--- config.mk ---
export PLATFORM = sky130hd
export DESIGN_NAME = refdiv_tap
export DESIGN_NICKNAME = d
export VERILOG_FILES = /design/src/rtl/refdiv_tap.sv
export SDC_FILE = /design/constraint.sdc
export NUM_CORES = 1
export LEC_CHECK = 0
export ABC_AREA = 0
export BUFFER_PORTS_ARGS = -buffer_cell sky130_fd_sc_hd__buf_2
export CORE_MARGIN = 5
export CORE_UTILIZATION = 40
export CTS_CLUSTER_DIAMETER = 60
export DETAILED_ROUTE_END_ITERATION = 10
export GPL_ROUTABILITY_DRIVEN = 0
export GPL_TIMING_DRIVEN = 0
export PLACE_DENSITY = 0.63
export SLEW_MARGIN = 25
export SYNTH_ARGS = -nofsm -noshare
export SYNTH_HDL_FRONTEND = slang
export SYNTH_SLANG_ARGS = --single-unit
--- constraint.sdc ---
create_clock -name clk -period 23.8 [get_ports clk]
set_clock_uncertainty 0.1 [all_clocks]
set_input_delay 3.57 -clock clk [delete_from_list [all_inputs] [get_ports clk]]
set_output_delay 3.57 -clock clk [all_outputs]
set_load 0.01 [all_outputs]
--- src/rtl/refdiv_tap.sv ---
module refdiv_tap #(
  parameter int W = 16,
  parameter int RST_RATIO = 20
) (
  input  logic         clk,
  input  logic         rst_n,
  input  logic [W-1:0] ratio,
  input  logic [1:0]   aux_sel,
  input  logic         mode_hi,
  input  logic         load,
  output logic         pulse_o,
  output logic         aux_o,
  output logic         ratio_err
);
  localparam logic [1:0] SEL_8   = 2'b00;
  localparam logic [1:0] SEL_125 = 2'b10;
  localparam logic [1:0] SEL_OFF = 2'b11;
  localparam logic [W:0] FIVE    = (W+1)'(5);

  logic aux_on, f25, pre_tick, term, ld_ok, has_pend, half, aux_q, pulse_q, err_q;
  logic [W-1:0] act_r, pend_r, bk_cnt, tc;
  logic [1:0] pre_cnt, pre_lim;
  logic [2:0] aux_cnt, aux_lim;

  assign aux_on  = !mode_hi && (aux_sel != SEL_OFF);
  assign f25     = aux_on && (aux_sel == SEL_125);
  assign aux_lim = (aux_sel == SEL_8) ? 3'd4 : 3'd5;
  assign pre_lim = (f25 && half) ? 2'd3 : 2'd2;

  function automatic logic legal(input logic [W-1:0] r, input logic on, input logic q);
    if (r < W'(2))  return 1'b0;
    if (!on)        return 1'b1;
    if (q)          return ({1'b0, r} % FIVE) == '0;
    return !r[0];
  endfunction

  function automatic logic [W-1:0] tc_of(input logic [W-1:0] r, input logic on, input logic q);
    logic [W:0] dbl;
    dbl = {r, 1'b0};
    if (!on) return r;
    if (q)   return W'(dbl / FIVE);
    return r >> 1;
  endfunction

  assign tc       = tc_of(act_r, aux_on, f25);
  assign pre_tick = !aux_on || (pre_cnt == pre_lim - 2'd1);
  assign term     = pre_tick && (bk_cnt == tc - W'(1));
  assign ld_ok    = load && legal(ratio, aux_on, f25);

  always_ff @(posedge clk or negedge rst_n) begin
    if (!rst_n) begin
      pre_cnt <= '0;
      half    <= 1'b0;
    end else if (pre_tick) begin
      pre_cnt <= '0;
      half    <= f25 && !half;
    end else begin
      pre_cnt <= pre_cnt + 2'd1;
    end
  end

  always_ff @(posedge clk or negedge rst_n) begin
    if (!rst_n) begin
      bk_cnt   <= '0;
      pulse_q  <= 1'b0;
      act_r    <= W'(RST_RATIO);
      pend_r   <= '0;
      has_pend <= 1'b0;
      err_q    <= 1'b0;
    end else begin
      pulse_q <= term;
      if (term) bk_cnt <= '0;
      else if (pre_tick) bk_cnt <= bk_cnt + W'(1);
      if (term) begin
        if (ld_ok) begin
          act_r    <= ratio;
          has_pend <= 1'b0;
        end else if (has_pend) begin
          act_r    <= pend_r;
          has_pend <= 1'b0;
        end
      end else if (ld_ok) begin
        pend_r   <= ratio;
        has_pend <= 1'b1;
      end
      if (load) err_q <= !legal(ratio, aux_on, f25);
    end
  end

  always_ff @(posedge clk or negedge rst_n) begin
    if (!rst_n) begin
      aux_cnt <= '0;
      aux_q   <= 1'b0;
    end else if (!aux_on) begin
      aux_cnt <= '0;
      aux_q   <= 1'b0;
    end else if (pre_tick) begin
      if (aux_cnt == aux_lim - 3'd1) begin
        aux_cnt <= '0;
        aux_q   <= 1'b1;
      end else begin
        aux_cnt <= aux_cnt + 3'd1;
        if (aux_cnt == 3'd1) aux_q <= 1'b0;
      end
    end
  end

  assign pulse_o   = pulse_q;
  assign aux_o     = aux_q;
  assign ratio_err = err_q;
endmodule

* After elaboration in Yosys (flattened, before gate mapping) *
Cells that the tools add are included.

word-level totals
  input port bits = 22
  memories kept = 0
  logic and storage cells = 91
  ROM bits = 0
  bits in latches = 0
  flip-flop bits (word level) = 58
  RAM bits = 0
  output and inout bits = 3

operators by class
  multipliers = 0
  equality and inequality tests = 8
  div/mod/pow operators = 2
  shift operators = 0
  bitwise gates (word level) = 1
  reduce and logical (&&, ||, !) cells = 20
  add/sub/neg operators = 6
  mux-type cells = 43
  $lt $le $gt $ge = 1

operators with widths
  kind                     count
  $mux W16                 8
  $mux W1                  31
  $div A17 B3 Y17 const B  1
  $logic_not A17 Y1        1
  $mod A16 B3 Y17 const B  1
  $add A16 B1 Y16 const B  1
  $eq A16 B16 Y1           1
  $lt A16 B2 Y1 const B    1
  $sub A16 B1 Y16 const B  1
  $mux W3                  3
  $logic_and A1 B1 Y1      6
  $reduce_and A2 Y1        3
  $reduce_bool A2 Y1       3
  $logic_not A1 Y1         5
  $add A3 B1 Y3 const B    1
  $eq A3 B1 Y1 const B     1
  $eq A3 B3 Y1             1
  $ne A3 B1 Y1 const B     1
  $sub A3 B1 Y3 const B    1
  $add A2 B1 Y2 const B    1
  $eq A2 B2 Y1             1
  $eq A2 B2 Y1 const B     1
  $logic_not A2 Y1         1
  $mux W2                  1
  other kinds (5)          5

* Depth between registers and ports, before layout *
Gate-level depths: netlist (run 1).

  word-level depth = 13
  depth in mapped cells = 36
  gate-level depth less buffers = 30

* Least setup slack after synthesis (run 1) *
No wires, ideal clock.

  kind = input to register
  start point = input port ratio[10]
  end point = register act_r[10]
  arrival time = 9.737 ns
  setup slack = 13.890 ns
  path buffers = 4
  setup time = 0.073 ns
  data required time = 23.627 ns
  stages on the path = 28
  cells stage by stage = buf_2 -> nand2b_1 -> a21o_1 -> a2111oi_1 -> a21o_1 -> buf_4 -> mux2_2 -> maj3_1 -> mux2i_1 -> o22a_1 -> a21oi_1 -> or3_1 -> clkbuf_1 -> and4_1 -> a2111oi_0 -> o2111a_1 -> nor2_1 -> ha_1 -> inv_1 -> o31ai_1 -> o221a_2 -> a211oi_1 -> a311o_1 -> and2_1 -> o21ai_2 -> a2111oi_4 -> buf_6 -> a2bb2oi_2

on the way
  cells in the longest elaborated chain, start to end = 9
  elaborated cells between the ends (all ways) = 12

RTL lines
  what                                 RTL line  text
  start: declaration                   7         input logic [W-1:0] ratio,
  $mod A16 B3 Y17                      33        if (q) return ({1'b0, r} % FIVE) == '0;
  $logic_not A17 Y1                    33
  $mux W1                              33
  $mux W1                              34        return !r[0];
  $mux W1                              33
  $mux W1                              32        if (!on) return 1'b1;
  $logic_and A1 B1 Y1                  48        assign ld_ok = load && legal(ratio, aux_on, f25);
  $reduce_bool A2 Y1 (no source line)  -
  $reduce_and A2 Y1 (no source line)   -
  end signal: assignment               66        act_r <= W'(RST_RATIO);
  end signal: assignment               76        act_r <= ratio;
  end signal: assignment               79        act_r <= pend_r;
  end: declaration                     21        logic [W-1:0] act_r, pend_r, bk_cnt, tc;

Several ways; a longest one is shown, not always the timed one.
A chain may end at the register's enable or synchronous reset.

* Worst setup path in the final report (run 1) *
  start point = input port ratio[13]
  end point = register act_r[7]

on the way
  cells in the longest elaborated chain, start to end = 9
  elaborated cells between the ends (all ways) = 12

RTL lines
  what                                 RTL line
  $mod A16 B3 Y17                      33
  $logic_not A17 Y1                    33
  $mux W1                              33
  $mux W1                              34
  $mux W1                              33
  $mux W1 (*)                          32
  $logic_and A1 B1 Y1 (*)              48
  $reduce_bool A2 Y1 (no source line)  -
  $reduce_and A2 Y1 (no source line)   -

Mark *: on every way between the ends. The rest lies on a longest branch, timed or not.

==> out/metrics.sh, run 1 <==
RESULT_OF_THE_RUN='finished clean'
REPORT.FINAL.SETUP_VIOL=0
COMB_POWER_SHARE_PCT=71.9
CRITICAL_PATH_PEAK_FANOUT=10
IOPINCOUNT=25
DRIVE_ABOVE_1_SHARE_PCT=14.4
POWER_FRAC_SEQ_PCT=14.9
FINALCRITICALPERIOD_NS=10.85
NUM_ROWS=52
MAX_FREQ_GHz=0.0922
VIA_PER_INST=6.33
POWER_DENSITY_nW_PER_UM2=99.3
DP_SLACK_NS=12.69
FILLCELLCOUNT=2096
FINAL_MIN_PERIOD_OVER_CLOCK_PERIOD_PCT=45.6
REQUIRED_TIME_REPORTED_FOR_THE_CRITICAL_PATH_ENDPOINT_NS=23.96
CTS_ROOT_BUF='sky130_fd_sc_hd__clkbuf_16'
SYNTH-ASYNC-RESET-RATIO_PCT=100
POST_CTS.RESIZED_INSTANCES=0
END_KIND='flop'
AREA_OF_THE_MULTI_INPUT_GATES_UM2=6190
GRT_START_MAX_NET_PINS=59
MAXIMUM_BUFFER_DEPTH_OF_THE_CLOCK_TREE=2
DP_HPWL_MM=18.1
TRITONCTS_CLOCK_TREE='yes'
STARTING_DRC_COUNT_IN_DETAILED_ROUTING=721
DIE_H_UM=153
TOTALWIRELENGTH_MM=23.8
STARTPOINT_TYPE='input port'
PLACEABLECOREAREA_UM2=20200
LAYOUT_COMMONEST_CELL='sky130_fd_sc_hd__nor2_1'
CLOCK_LATENCY_NS=0.33
FINAL_CRITICAL_PATH_SETUP_SLACK_NS=12.95
REGISTER_AREA_UM2=1450
DRC_VIOLATIONS_LEFT=0
PORT_BUFFERS=21
FINALPOWER_mW=0.885
DETAILEDROUTE.FIRSTPASSITERATIONCOUNT=6
INITIAL_UTILIZATION_PCT=40.6
INTERNAL-POWER_mW=0.437
CRIT_PATH_TOP_DELAY_CELL='sky130_fd_sc_hd__a221oi_1'
WORST_PIN_SLEW_NS=0.739
SYNTHESIS.AREA_UM2=8190
FIRST_GLOBAL_VIAS=7961
SYNTH_SEQUENTIAL_AREA_RATIO_PCT=17.7
FINISH.NET_COUNT=1134
SLEW-LIMIT-HEADROOM_PCT=50.6
TIMING.HOLD.WORST.CLASS='flop to flop'
ANTENNA_LEFT=0
WORST_SETUP_HOLD_PATH_CLK_SLEW_NS=0.05
DR_TOTAL_VIAS=8716
MAXCAPVIOLATIONS=0
SLEW_VIOL_FINAL=0
LAYOUT_COMMON_CELLS='100 x sky130_fd_sc_hd__nor2_1, 86 x sky130_fd_sc_hd__nand2_1, 59 x sky130_fd_sc_hd__a21oi_1'
GLOBAL_ROUTE.OVERFLOW_TOTAL=0
POST_DRT_WL_PER_CELL_UM=17.3
SYNTH.NET_COUNT=1102
DIE_WIDTH_UM=153
HOLDWS_NS=0.403
POST_SYNTH.CELL_AREA_AVG_UM2=7.65
P_LEAK_nW=3.41
ANTENNA-DIODE-COUNT=0
SETUP-TNS-FINAL_NS=0
AREA_DELTA_SYNTH_FINAL_PCT=8.75
FINAL_HOLD_VIOL_COUNT=0
TRITONCTS.NUM_BUFFERS=9
SYNTH_CELLS=1071
GRT_PASS1_WL_MM=39.5
PWR-SHARE-CLK_PCT=13.2
FP.DIEAREA_UM2=23400
PATH_CLASS='input port to flop'
ANTENNA_FOUND_INITIAL=0
SYNTHFLOPTYPE='sky130_fd_sc_hd__dfrtp_1'
HTREEDEPTH=3
GROUTE.USAGE.OVERALL_PCT=19.5
CTS_NUM_SINKS=58
SYNTH_ENABLE_FLOP_CELLS=0
PEAKVDDDROP_mV=0.0596
SWITCHING_POWER_mW=0.448
CRITICAL-PATH-MAX-STAGE-DELAY_NS=0.56
YOSYS_REGISTER_BITS=58
SYNTH_CELL_TYPES=109
CPMOSTUSEDCELL='sky130_fd_sc_hd__mux2i_1'
CTS-HOLD-FIX-BUFFERS=0
CTS_SETUP_BUFFERS=0
GRT_SETUP_UNREPAIRED='no'
POWER.SWITCHING_FRACTION_PCT=50.6
WORST_EP_ARRIVAL_TIME_NS=11.01
YOSYSWARNINGCOUNT=0
-- final cells by class --
type / count / share of cell area (%)
clock inverters: 3 / 0.169
inverters: 36 / 1.52
repair buffers: 21 / 1.21
multi-input cells: 891 / 69.5
flip-flops and latches: 58 / 16.3
well taps: 270 / 3.79
clock buffers: 12 / 2.88
plain buffers: 86 / 4.66
-- power groups by stage --
| stage | clock network (mW) | logic, mW | registers, mW |
|---|---|---|---|
| final | 0.117 | 0.636 | 0.132 |
| after global routing | 0.124 | 0.700 | 0.134 |
| after CTS | 0.119 | 0.627 | 0.132 |
| after detailed placement | 0 | 0.624 | 0.133 |
| after global placement | 0 | 0.618 | 0.133 |
| after floorplan | 0 | 0.504 | 0.128 |
-- stage by stage --
stage | utilization, % | instance area [um2] | cells
floorplan | - | 8190 | 1071
global placement | 42.8 | 8640 | 1362
detailed placement | 42.8 | 8640 | 1362
CTS | 44.2 | 8910 | 1377
global route | 44.2 | 8910 | 1377
finish | 44.2 | 8910 | 1377
-- flip-flops by register name, summed over array words and instances, names as in the netlist --
name and flops:
act_r 16, bk_cnt 16, pend_r 16, aux_cnt 3
pre_cnt 2, aux_o 1, half 1, has_pend 1
pulse_o 1, ratio_err 1
-- worst max-delay path, delay by kind of cell --
kind / cells / cell delay [ns]
fa+ha+maj: 1 / 0.24
buf+inv: 6 / 1.27
compound gates: 13 / 3.64
simple gates: 3 / 0.48
mux: 5 / 1.32
xor+xnor: 1 / 0.46
-- path summary, 6_finish.rpt --
| kind | from | end | slack (ns) | cells past startpoint |
|---|---|---|---|---|
| max in group asynchronous | rst_n | act_r[5] | 19.91 | 1 |
| min reg2reg | pend_r[3] | pend_r[3] | 0.40 | 1 |
| min | pend_r[3] | pend_r[3] | 0.40 | 1 |
| max reg2reg | act_r[12] | pend_r[15] | 15.12 | 34 |
| max | ratio[13] | act_r[7] | 12.95 | 29 |
| min in group asynchronous | rst_n | aux_o | 3.20 | 1 |
-- cells by family (layout without fill, tap and decap cells) --
family          Yosys count  after routing  synth area share, %
flops                    58             58                 17.7
buf+inv                 122            158                 6.72
compound gates          402            402                 38.2
mux                      41             41                 5.77
xor+xnor                 47             47                 5.02
fa+ha+maj                12             12                 1.74
simple gates            389            389                 24.8
-- metal layers --
metal / share of wire [%] / vias to the layer above / global-route usage, %
met5: 0 / - / 0
met4: 1.3 / 0 / 3.52
met3: 5.1 / 34 / 2.35
met2: 46 / 284 / 32.7
met1: 47 / 4174 / 27.2
li1: - / 4224 / -
-- cells in the mapped netlist (all sizes together) (7+ instances only) --
| cell type | instances | share of area (%) |
|---|---|---|
| buf | 36 | 2.8 |
| nor2b | 11 | 0.84 |
| nand2 | 86 | 3.9 |
| a21o | 11 | 1.0 |
| a31o | 9 | 0.96 |
| nor3b | 8 | 0.87 |
| o22ai | 27 | 2.1 |
| inv | 32 | 1.5 |
| o211ai | 26 | 2.6 |
| nand2b | 14 | 1.1 |
| o21ai | 60 | 3.8 |
| and3 | 10 | 0.76 |
| ha | 9 | 1.4 |
| nand3 | 33 | 2.1 |
| a31oi | 18 | 1.4 |
| mux2i | 21 | 2.6 |
| nor3 | 31 | 2.0 |
| or2 | 12 | 0.92 |
| a211oi | 19 | 1.9 |
| o31ai | 11 | 1.3 |
| a311oi | 10 | 1.3 |
| o22a | 8 | 0.86 |
| or3 | 9 | 0.69 |
| a2bb2oi | 15 | 2.3 |
| a21oi | 60 | 3.7 |
| o21a | 12 | 1.1 |
| xor2 | 28 | 3.0 |
| o2bb2ai | 7 | 0.75 |
| xnor2 | 19 | 2.0 |
| nand4 | 16 | 1.2 |
| o221ai | 7 | 0.75 |
| o32ai | 9 | 1.1 |
| a2111oi | 8 | 1.1 |
| mux2 | 20 | 3.2 |
| and2 | 7 | 0.53 |
| dfrtp | 56 | 17 |
| o2111ai | 7 | 0.82 |
| nor2 | 100 | 4.6 |
| a221oi | 9 | 1.3 |
| o221a | 9 | 1.2 |
| nand3b | 10 | 0.92 |
| clkbuf | 50 | 2.3 |
| nor4 | 11 | 0.84 |
Note: power is estimated with default switching activity, not from simulation.
==> inputs of run 2 (changes only) <==
--- a/config.mk
+++ b/config.mk
@@ -5,7 +5,7 @@
 export SDC_FILE = /design/constraint.sdc
 export NUM_CORES = 1
 export LEC_CHECK = 0
-export ABC_AREA = 0
+export ABC_AREA = 1
 export BUFFER_PORTS_ARGS = -buffer_cell sky130_fd_sc_hd__buf_2
 export CORE_MARGIN = 5
 export CORE_UTILIZATION = 40
@@ -13,7 +13,7 @@
 export DETAILED_ROUTE_END_ITERATION = 10
 export GPL_ROUTABILITY_DRIVEN = 0
 export GPL_TIMING_DRIVEN = 0
-export PLACE_DENSITY = 0.63
+export PLACE_DENSITY = 0.64
 export SLEW_MARGIN = 25
 export SYNTH_ARGS = -nofsm -noshare
 export SYNTH_HDL_FRONTEND = slang
==> constraint.sdc (replaced) <==
create_clock -name clk -period 10 [get_ports clk]
set_clock_uncertainty 0.1 [all_clocks]
set_input_delay 1.5 -clock clk [delete_from_list [all_inputs] [get_ports clk]]
set_output_delay 1.5 -clock clk [all_outputs]
set_load 0.01 [all_outputs]
==> run 2 against run 1 <==
Net effect: synthesized cell count grew 5.1%; combinational power rose by 130%; cell count up 0.58%; clock-buffer cell count is 1 higher; largest cell class unchanged.
==> out/metrics.sh, run 2 <==
SYNTHESIS.AREA_UM2=6800  # was 8190 um2
TOTALWIRELENGTH_MM=16.7  # was 23.8 mm
ANTENNA-DIODE-COUNT=0  # unchanged
YOSYS-TOP-CELLS-COUNT='354 x sky130_fd_sc_hd__nand2_1, 158 x sky130_fd_sc_hd__nand3_1, 142 x sky130_fd_sc_hd__inv_1, 71 x sky130_fd_sc_hd__nand2_2, 56 x sky130_fd_sc_hd__dfrtp_1'  # was 100 x sky130_fd_sc_hd__nor2_1, 86 x sky130_fd_sc_hd__nand2_1, 59 x sky130_fd_sc_hd__a21oi_1, 56 x sky130_fd_sc_hd__dfrtp_1, 53 x sky130_fd_sc_hd__o21ai_0
CTS-HOLD-FIX-BUFFERS=0  # unchanged
DRC_VIOLATIONS_LEFT=0  # unchanged
CRITICAL-PATH-MAX-STAGE-DELAY_NS=0.43  # was 0.56 ns
SYNTH.NET_COUNT=1158  # was 1102
SLEW_VIOL_FINAL=0  # unchanged
WORST_EP_ARRIVAL_TIME_NS=8.55  # was 11.01 ns
FINALPOWER_mW=2.11  # was 0.885 mW
FINAL_HOLD_VIOL_COUNT=0  # unchanged
INITIAL_UTILIZATION_PCT=40.8  # was 40.6%
REG.LARGEST.LIST='act_r (16), bk_cnt (16), pend_r (16)'  # unchanged
HTREEDEPTH=3  # unchanged
TRITONCTS.NUM_BUFFERS=9  # unchanged
POST_SYNTH.CELL_AREA_AVG_UM2=6.03  # was 7.65 um2
FILLCELLCOUNT=1758  # was 2096
GRT_PASS1_WL_MM=29.9  # was 39.5 mm
DR_TOTAL_VIAS=6936  # was 8716
END_KIND='flop'  # unchanged
RR_ENDPOINT='bk_cnt[7]'  # was pend_r[15]
YOSYSWARNINGCOUNT=0  # unchanged
REGISTER_AREA_UM2=1450  # unchanged
REGTOREGSTARTPOINT='act_r[13]'  # was act_r[12]
CTS_ROOT_BUF='sky130_fd_sc_hd__clkbuf_16'  # unchanged
SYNTH_CELL_TYPES=52  # was 109
CRITICAL_PATH_PEAK_FANOUT=10  # unchanged
CTS_SETUP_BUFFERS=0  # unchanged
FINISH.NET_COUNT=1193  # was 1134
WORST_PIN_SLEW_NS=0.778  # was 0.739 ns
STARTPOINT_TYPE='flop'  # was input port
MAX_FREQ_GHz=0.119
TIMING.CRITICAL_PATH.TO='bk_cnt[7]'  # was act_r[7]
PEAKVDDDROP_mV=0.459  # was 0.0596 mV
YOSYSTOPAREACELLSHARE_PCT=20.6  # was 17.1%
IOPINCOUNT=25  # unchanged
MAXIMUM_BUFFER_DEPTH_OF_THE_CLOCK_TREE=2  # unchanged
CLOCK_LATENCY_NS=0.34  # was 0.33 ns
POWER_DENSITY_nW_PER_UM2=281  # was 99.3 nW/um2
TIMING.REG2REG.WORST_PATH_DEPTH=83  # was 34
GRT_SETUP_UNREPAIRED='no'  # unchanged
GROUTE.USAGE.OVERALL_PCT=17.8  # was 19.5%
WORST_SETUP_HOLD_PATH_CLK_SLEW_NS=0.05  # about the same
SLEW-LIMIT-HEADROOM_PCT=48.1  # was 50.6%
TRITONCTS_CLOCK_TREE='yes'  # unchanged
FP.DIEAREA_UM2=19700  # was 23400 um2
CTS_NUM_SINKS=58  # unchanged
YOSYS_REGISTER_BITS=58  # unchanged
STARTING_DRC_COUNT_IN_DETAILED_ROUTING=420  # was 721
P_LEAK_nW=4.14  # was 3.41 nW
VIA_PER_INST=5.01  # was 6.33
MAXCAPVIOLATIONS=0  # unchanged
REQUIRED_TIME_REPORTED_FOR_THE_CRITICAL_PATH_ENDPOINT_NS=10.12  # was 23.96 ns
DRIVE_ABOVE_1_SHARE_PCT=18.9  # was 14.4%
PORT_BUFFERS=24  # was 21
DIE_WIDTH_UM=140  # was 153 um
NETLIST.TOP_CELL.BY_AREA='sky130_fd_sc_hd__dfrtp_1'  # unchanged
SYNTH_TOP_CELLS_BY_AREA='sky130_fd_sc_hd__dfrtp_1 21%, sky130_fd_sc_hd__nand2_1 20%, sky130_fd_sc_hd__nand3_1 12%'  # was sky130_fd_sc_hd__dfrtp_1 17%, sky130_fd_sc_hd__nor2_1 4.6%, sky130_fd_sc_hd__nand2_1 3.9%
SYNTH-ASYNC-RESET-RATIO_PCT=100  # unchanged
STARTPOINT='act_r[13]'  # was ratio[13]
DP_HPWL_MM=13.3  # was 18.1 mm
FIRST_GLOBAL_VIAS=6667  # was 7961
POST_DRT_WL_PER_CELL_UM=12.1  # was 17.3 um
SYNTHFLOPTYPE='sky130_fd_sc_hd__dfrtp_1'  # unchanged
R2R_SLACK_NS=1.57  # was 15.12 ns
AREA_OF_THE_MULTI_INPUT_GATES_UM2=4460  # was 6190 um2
AREA_DELTA_SYNTH_FINAL_PCT=10.3  # was 8.75%
RESULT_OF_THE_RUN='finished clean'  # unchanged
FINALCRITICALPERIOD_NS=8.43
TIMING.HOLD.WORST.CLASS='flop to flop'  # unchanged
SYNTH_CELLS=1126  # was 1071
GRT_START_MAX_NET_PINS=59  # unchanged
GLOBAL_ROUTE.OVERFLOW_TOTAL=0  # unchanged
ANTENNA_LEFT=0  # unchanged
SYNTH_ENABLE_FLOP_CELLS=0  # unchanged
SYNTHMOSTINSTANTIATEDCELL='sky130_fd_sc_hd__nand2_1'  # was sky130_fd_sc_hd__nor2_1
POST_CTS.RESIZED_INSTANCES=0  # unchanged
DIE_H_UM=140  # was 153 um
NUM_ROWS=47  # was 52
LAYOUT_COMMON_CELLS='354 x sky130_fd_sc_hd__nand2_1, 158 x sky130_fd_sc_hd__nand3_1, 142 x sky130_fd_sc_hd__inv_1'  # was 100 x sky130_fd_sc_hd__nor2_1, 86 x sky130_fd_sc_hd__nand2_1, 59 x sky130_fd_sc_hd__a21oi_1
CRIT_PATH_TOP_DELAY_CELL='sky130_fd_sc_hd__dfrtp_1'  # was sky130_fd_sc_hd__a221oi_1
FINAL_MIN_PERIOD_OVER_CLOCK_PERIOD_PCT=84.3
CPMOSTUSEDCELL='sky130_fd_sc_hd__nand2_2'  # was sky130_fd_sc_hd__mux2i_1
ANTENNA_FOUND_INITIAL=0  # unchanged
DETAILEDROUTE.FIRSTPASSITERATIONCOUNT=5  # was 6
REPORT.FINAL.SETUP_VIOL=0  # unchanged
LAYOUT_COMMONEST_CELL='sky130_fd_sc_hd__nand2_1'  # was sky130_fd_sc_hd__nor2_1
PATH_CLASS='flop to flop'  # was input port to flop
SYNTH_SEQUENTIAL_AREA_RATIO_PCT=21.4  # was 17.7%
SETUP-TNS-FINAL_NS=0  # unchanged
PLACEABLECOREAREA_UM2=16600  # was 20200 um2
## run 2: changes by cell type in the layout (fill, tap and decap cells not counted), sizes merged, moves of 25 or more
cell    change
nand2     +355
inv       +153
nand3     +146
clkbuf     -42
nor2       -39
a21oi      -36
nand4      +28
o22ai      -26
o211ai     -25
## run 2: routing by layer
layer | GRT usage, % | wire (um) | vias up
li1 | - | - | 3672
met1 | 23.6 | 8330 | 3150
met2 | 30.8 | 7730 | 91
met3 | 2.28 | 457 | 23
met4 | 4.64 | 222 | 0
met5 | 0 | 0 | -
## run 2: cell families (layout without fill, tap and decap cells)
| family | count (synthesis) | after routing | synth area share (%) |
|---|---|---|---|
| AO/OA/AOI/OAI | 80 | 80 | 6.91 |
| XOR/XNOR | 19 | 19 | 2.65 |
| adder cells (fa/ha/maj) | 10 | 10 | 1.84 |
| buffers and inverters | 208 | 247 | 12.9 |
| flip-flops | 58 | 58 | 21.4 |
| AND/OR/NAND/NOR | 751 | 751 | 54.3 |
## run 2: power breakdown
group          total [mW]  internal, mW  switching (mW)
Combinational        1.47         0.504           0.965
Clock               0.320         0.211           0.108
Sequential          0.321         0.278          0.0425
Total                2.11         0.993            1.12
## run 2: worst min path at each step
stage	slack [ns]	cells after the start	startpoint	end
after floorplan	0.34	2	pend_r[0]	pend_r[0]
after global placement	0.35	2	pend_r[2]	pend_r[2]
after detailed placement	0.36	2	pend_r[10]	pend_r[10]
after CTS	0.37	2	pend_r[10]	pend_r[10]
after global routing	0.39	2	pend_r[7]	pend_r[7]
final	0.37	2	pend_r[10]	pend_r[10]
## run 2: area by class of cell
class	count	area share (%)
multi-input combinational	860	59.5
buffer	20	2.22
inverter	188	9.48
timing repair buffer	24	1.64
clock inverter	2	0.467
clock buffer	13	3.60
sequential	58	19.4
tap	220	3.67
## run 2: worst max-delay path, delay by kind of cell (launching register included)
family,cells,cell delay [ns]
buf+inv,10,0.89
compound gates,1,0.09
simple gates,70,6.37
flops,1,0.43
fa+ha+maj,2,0.45
## run 2: stage by stage
stage | util, % | setup WS (ns) | instance area, um2 | cells | hold WS [ns]
floorplan | - | 2.77 | 6800 | 1126 | 0.342
global placement | 43.2 | 1.76 | 7190 | 1370 | 0.355
detailed placement | 43.2 | 1.61 | 7190 | 1370 | 0.359
CTS | 45.1 | 1.55 | 7500 | 1385 | 0.372
global route | 45.1 | 0.429 | 7500 | 1385 | 0.392
finish | 45.1 | 1.57 | 7500 | 1385 | 0.368
